--- src/rtl/split_pkg.sv ---
package split_pkg;
    typedef enum logic [1:0] {
        S_IDLE  = 2'd0,
        S_SHIFT = 2'd1,
        S_DONE  = 2'd2,
        S_ERROR = 2'd3
    } split_state_t;
endpackage

--- src/rtl/split_shift_regs.sv ---
module split_shift_regs #(
    parameter int WIDTH = 512
) (
    input  logic             clk,
    input  logic             rst_n,
    input  logic             load,
    input  logic [WIDTH-1:0] q_in,
    input  logic             shift_en,
    output logic             q_msb,
    output logic             cnt_last,
    output logic [WIDTH-1:0] mark
);
    localparam int CW = (WIDTH > 2) ? $clog2(WIDTH) : 1;
    localparam logic [CW-1:0] LAST_STEP = CW'(WIDTH - 1);

    logic [WIDTH-1:0] q_q;
    logic [WIDTH-1:0] mark_q;
    logic [CW-1:0]    step_q;

    always_ff @(posedge clk or negedge rst_n) begin
        if (!rst_n) begin
            q_q    <= '0;
            mark_q <= WIDTH'(1);
            step_q <= '0;
        end else if (load) begin
            q_q    <= q_in;
            mark_q <= WIDTH'(1);
            step_q <= '0;
        end else if (shift_en) begin
            q_q    <= {q_q[WIDTH-2:0], 1'b0};
            mark_q <= {mark_q[WIDTH-2:0], 1'b0};
            step_q <= step_q + 1'b1;
        end
    end

    assign q_msb    = q_q[WIDTH-1];
    assign cnt_last = (step_q == LAST_STEP);
    assign mark     = mark_q;

    // marker is one-hot at all times
    a_r3_single_marker: assert property (@(posedge clk) disable iff (!rst_n)
        $countones(mark_q) == 1);

    // no movement without shift enable or load
    a_r4_hold_when_idle: assert property (@(posedge clk) disable iff (!rst_n)
        (!load && !shift_en) |=> ($stable(q_q) && $stable(mark_q)));

    // a shift empties bit 0 of the marker
    a_r4_marker_leaves_lsb: assert property (@(posedge clk) disable iff (!rst_n)
        (!load && shift_en) |=> (mark_q[0] == 1'b0));
endmodule

--- src/rtl/split_ctrl.sv ---
module split_ctrl
    import split_pkg::*;
(
    input  logic clk,
    input  logic rst_n,
    input  logic load,
    input  logic q_msb,
    input  logic cnt_last,
    output logic shift_en,
    output logic done,
    output logic zero_err,
    output logic busy
);
    split_state_t state_q, state_d;

    always_ff @(posedge clk or negedge rst_n) begin
        if (!rst_n) state_q <= S_IDLE;
        else        state_q <= state_d;
    end

    always_comb begin
        state_d = state_q;
        if (load) begin
            state_d = S_SHIFT;
        end else begin
            unique case (state_q)
                S_IDLE:  state_d = S_IDLE;
                S_SHIFT: begin
                    if (q_msb)         state_d = S_DONE;
                    else if (cnt_last) state_d = S_ERROR;
                    else               state_d = S_SHIFT;
                end
                S_DONE:  state_d = S_DONE;
                S_ERROR: state_d = S_ERROR;
                default: state_d = S_IDLE;
            endcase
        end
    end

    always_comb begin
        shift_en = 1'b0;
        done     = 1'b0;
        zero_err = 1'b0;
        busy     = 1'b0;
        unique case (state_q)
            S_IDLE:  ;
            S_SHIFT: begin
                busy     = 1'b1;
                shift_en = !q_msb && !cnt_last && !load;
            end
            S_DONE:  done     = 1'b1;
            S_ERROR: zero_err = 1'b1;
            default: ;
        endcase
    end

    // top bit set while searching ends the search
    a_r5_stop_on_msb: assert property (@(posedge clk) disable iff (!rst_n)
        (state_q == S_SHIFT && q_msb && !load) |=> (state_q == S_DONE));

    // completion implies the working register's top bit is set
    a_r5_done_has_msb: assert property (@(posedge clk) disable iff (!rst_n)
        (state_q == S_DONE) |-> q_msb);

    // result held until the next load
    a_r7_done_holds: assert property (@(posedge clk) disable iff (!rst_n)
        (state_q == S_DONE && !load) |=> (state_q == S_DONE));

    // step limit with clear top bit ends in error
    a_r8_bounded_search: assert property (@(posedge clk) disable iff (!rst_n)
        (state_q == S_SHIFT && cnt_last && !q_msb && !load) |=> (state_q == S_ERROR));

    // a load always restarts the search
    a_r9_load_restarts: assert property (@(posedge clk) disable iff (!rst_n)
        load |=> (state_q == S_SHIFT));
endmodule

--- src/rtl/split_point_finder.sv ---
module split_point_finder #(
    parameter int WIDTH = 512
) (
    input  logic             clk,
    input  logic             rst_n,
    input  logic             load,
    input  logic [WIDTH-1:0] q_in,
    output logic [WIDTH-1:0] split_onehot,
    output logic             done,
    output logic             zero_err,
    output logic             busy
);
    logic             shift_en;
    logic             q_msb;
    logic             cnt_last;
    logic [WIDTH-1:0] mark;

    split_shift_regs #(.WIDTH(WIDTH)) i_regs (
        .clk      (clk),
        .rst_n    (rst_n),
        .load     (load),
        .q_in     (q_in),
        .shift_en (shift_en),
        .q_msb    (q_msb),
        .cnt_last (cnt_last),
        .mark     (mark)
    );

    split_ctrl i_ctrl (
        .clk      (clk),
        .rst_n    (rst_n),
        .load     (load),
        .q_msb    (q_msb),
        .cnt_last (cnt_last),
        .shift_en (shift_en),
        .done     (done),
        .zero_err (zero_err),
        .busy     (busy)
    );

    assign split_onehot = done ? mark : '0;

    // valid split is one-hot
    a_r3_split_onehot: assert property (@(posedge clk) disable iff (!rst_n)
        done |-> ($countones(split_onehot) == 1));

    // error and completion never coincide
    a_r8_err_excludes_done: assert property (@(posedge clk) disable iff (!rst_n)
        !(done && zero_err));
endmodule

--- config.mk ---
export PLATFORM = sky130hd
export DESIGN_NAME = split_point_finder
export DESIGN_NICKNAME = d
export VERILOG_FILES = /design/src/rtl/split_pkg.sv /design/src/rtl/split_shift_regs.sv /design/src/rtl/split_ctrl.sv /design/src/rtl/split_point_finder.sv
export SDC_FILE = /design/constraint.sdc
export NUM_CORES = 2
export LEC_CHECK = 0
export BUFFER_PORTS_ARGS = -buffer_cell sky130_fd_sc_hd__buf_2
export CAP_MARGIN = 0
export CORE_AREA = 2 2 404 406
export DETAILED_ROUTE_END_ITERATION = 16
export DIE_AREA = 0 0 406 408
export GPL_TIMING_DRIVEN = 0
export SLEW_MARGIN = 5
export SYNTH_ARGS = -nofsm -noshare
export SYNTH_HDL_FRONTEND = slang
export SYNTH_SLANG_ARGS = --single-unit
export TNS_END_PERCENT = 10
--- constraint.sdc ---
create_clock -name clk -period 4.31 [get_ports clk]
set_input_delay 0.862 -clock clk [delete_from_list [all_inputs] [get_ports clk]]
set_output_delay 0.862 -clock clk [all_outputs]
set_load 0.05 [all_outputs]
==> impl_metrics.ini <==
[clocking]
cts_made_buffers = 115
clk_latency_ns = 0.75
cts_root_buf = clkbuf_16
clk_pin_slew_worst_paths_ns = 0.06
cts_tree = yes
cts.sinks = 1035
htree_levels = 3
clk_path_buf_depth = 3
holdBufCountCts = 0

[setup_path]
worstPathCellList = inv_1 > nor2_4 > buf_8 > clkbuf_2 > clkbuf_1 > and2_1 > buf_2
critical-path-max-stage-delay_ns = 0.43
crit_end = split_onehot[45]
r2r-end = i_regs.mark[393]
worstPathRequired_ns = 3.45
ff2ff_path_depth = 11
end_kind = output pin
reg2reg_slack_ns = 0.52
r2r_start = i_regs.step_q[0]
crit_start = i_ctrl.state_q[1]
path_class = reg2out
cp_max_fo = 10
worstPathArrival_ns = 3.21
critPathLaunchType = register
critPathSlowestCell = clkbuf_2

[sta]
setup_tns_ns = 0
drv_slew = 0
tightest_slew_ns = 1.16
max_freq_mhz = 246
max-slew-margin-rel = 0.223
setup_viol = 0
skew_ns = 0.0455
rsz0062_at_grt = false
period_needed_ns = 4.07
fin_crit_sh = 0.944
hold_viol_final = 0

[grt]
grt_pass1_wl_microns = 246000
grt_max_degree = 156
antenna_found_initial = 76
gr-total-overflow = 0
grt.total_usage = 0.195
first_global_vias = 39500

[logic_synthesis]
ys_seq_elements = 1035
ys_types = 24
synth_largest_area_cell = dfrtp_1
synth.area.top_cells = dfrtp_1, nand2_1, mux2i_1
syn-num-nets = 5582
synth.yosys.seq_area_share = 0.551
netlist_instances = 5065
synth.cell_area_sq_um = 47000
postSynthAreaPerCell_sq_um = 9.29
ys_warn_count = 0
synth_top_area_share = 0.550

[cells_and_area]
syn2layout_area_growth_pct = 25.5
fin_util = 0.365
final_cell_mix = nand2_1, buf_2, dfrtp_1
postLayoutCellArea_sq_um = 59000
layout-drive-gt1-share = 0.212
finalNetCount = 6735
final_common_cell = nand2_1

[power]
p_per_area_nw_per_um2 = 407
vdd_drop_max_v = 0.000317
power.leakage_uw = 0.0277
power.total_uw = 24000

[floorplan]
die_w_microns = 406
rows = 148
initial_core_util = 0.291
core_area_sq_um = 162000
die_h_microns = 408
num_io_pins = 1030
dieArea_sq_um = 166000

[detailed_routing]
wl_met2_microns = 81100
top_layer = met5
routed-wl-met3_microns = 10400
vias_per_cell = 4.72
drt-pass1-iter-count = 5
drt_iter0_markers = 2605
drt-met1-wl_microns = 67600
vias = 40200
drt_wl_total_microns = 166000
antenna_left = 0
wl_per_cell_microns = 19.5
drc = 0

[placed_design]
port_buffers = 1028
place_hpwl_microns = 129000
placedInstanceArea_sq_um = 55100
gp_congestion = 0.974

[job]
drv_cap = 0

[run_status]
status = complete, no violations

[hold_path]
hold_class = in2async
## cells by family after synthesis
logic type,after synthesis,synth area share
AND/OR/NAND/NOR,2070,0.193
buffers and inverters,405,0.0355
XOR/XNOR,1,0.000186
multiplexers,510,0.109
flip-flops,1035,0.551
AO/OA/AOI/OAI,1042,0.111
adder cells (fa/ha/maj),2,0.000532
## cell type report
class | count | area [sq um]
diodes | 29 | 72.6
multi-input cells | 3625 | 19500
fillers | 16600 | 103000
repair buffers | 1036 | 5370
clock inverters | 39 | 475
plain buffers | 401 | 1660
inverters | 4 | 15.0
flip-flops and latches | 1035 | 25900
clock buffers | 169 | 3340
well taps | 2175 | 2720
## flip-flops by register name (all words and copies together), names as in the netlist
signal          cells
i_regs.mark       512
i_regs.step_q       9
i_regs.q_q        512
i_ctrl.state_q      2
## where the power goes
| group | leakage [uW] | switching [uW] | internal (uW) |
|---|---|---|---|
| Clock | 0.00187 | 4220 | 5730 |
| Sequential | 0.0135 | 386 | 10400 |
| Combinational | 0.0123 | 2130 | 1200 |
| Total | 0.0277 | 6740 | 17300 |
## stage by stage
stage | instances | worst slack, ns | hold WS, ns
6_report | 8513 | 0.239 | 0.0627
5_1_grt | 8502 | 0.0391 | 0.0859
4_1_cts | 8484 | 0.0782 | 0.0283
3_5_place_dp | 8276 | -0.444 | 0.523
3_3_place_gp | 8268 | -20.78 | 0.508
2_1_floorplan | 5065 | 1.59 | 0.487
## per-layer routing
layer,track usage,up-vias
met4,0.0808,60
met3,0.0455,334
met1,0.235,19600
met5,0,-
met2,0.332,1205
li1,-,19000
## synth_stat cells
cell,n
dfstp_2,1
nand4_1,1
nor3_1,1
and2_1,513
nand2_1,1541
nand3_1,3
nor4b_1,1
o21ai_0,516
nor2b_1,1
o31ai_1,3
a21oi_1,521
a21o_1,2
mux2i_1,510
or3_1,3
or4b_1,1
buf_6,1
buf_2,114
xnor2_1,1
clkbuf_1,286
dfrtp_1,1034
nor2_1,2
inv_1,4
or4_1,3
ha_1,2
## what timing repair did
item / CTS / global route
setup endpoints to repair: 140 / 0
endpoints found under the hold margin: 0 / 0
buffers inserted: 0 / 0
resized for setup: 7 / 0
## critical path: cells and delay by family, from the launching register on
family	cells	cell delay, ns
buffers and inverters	5	1.43
AND/OR/NAND/NOR	2	0.62
flip-flops	1	0.41
## worst min path at each step
stage | from | end | depth (start not counted)
detailed placement | i_regs.mark[212] | i_regs.mark[213] | 2
CTS | rst_n | i_regs.q_q[101] | 1
floorplan | i_regs.mark[0] | i_regs.mark[1] | 2
global route | rst_n | i_regs.q_q[101] | 1
global placement | i_regs.mark[511] | i_regs.mark[511] | 2
finish | rst_n | i_regs.q_q[101] | 1
Note: power is estimated with default switching activity, not from simulation.
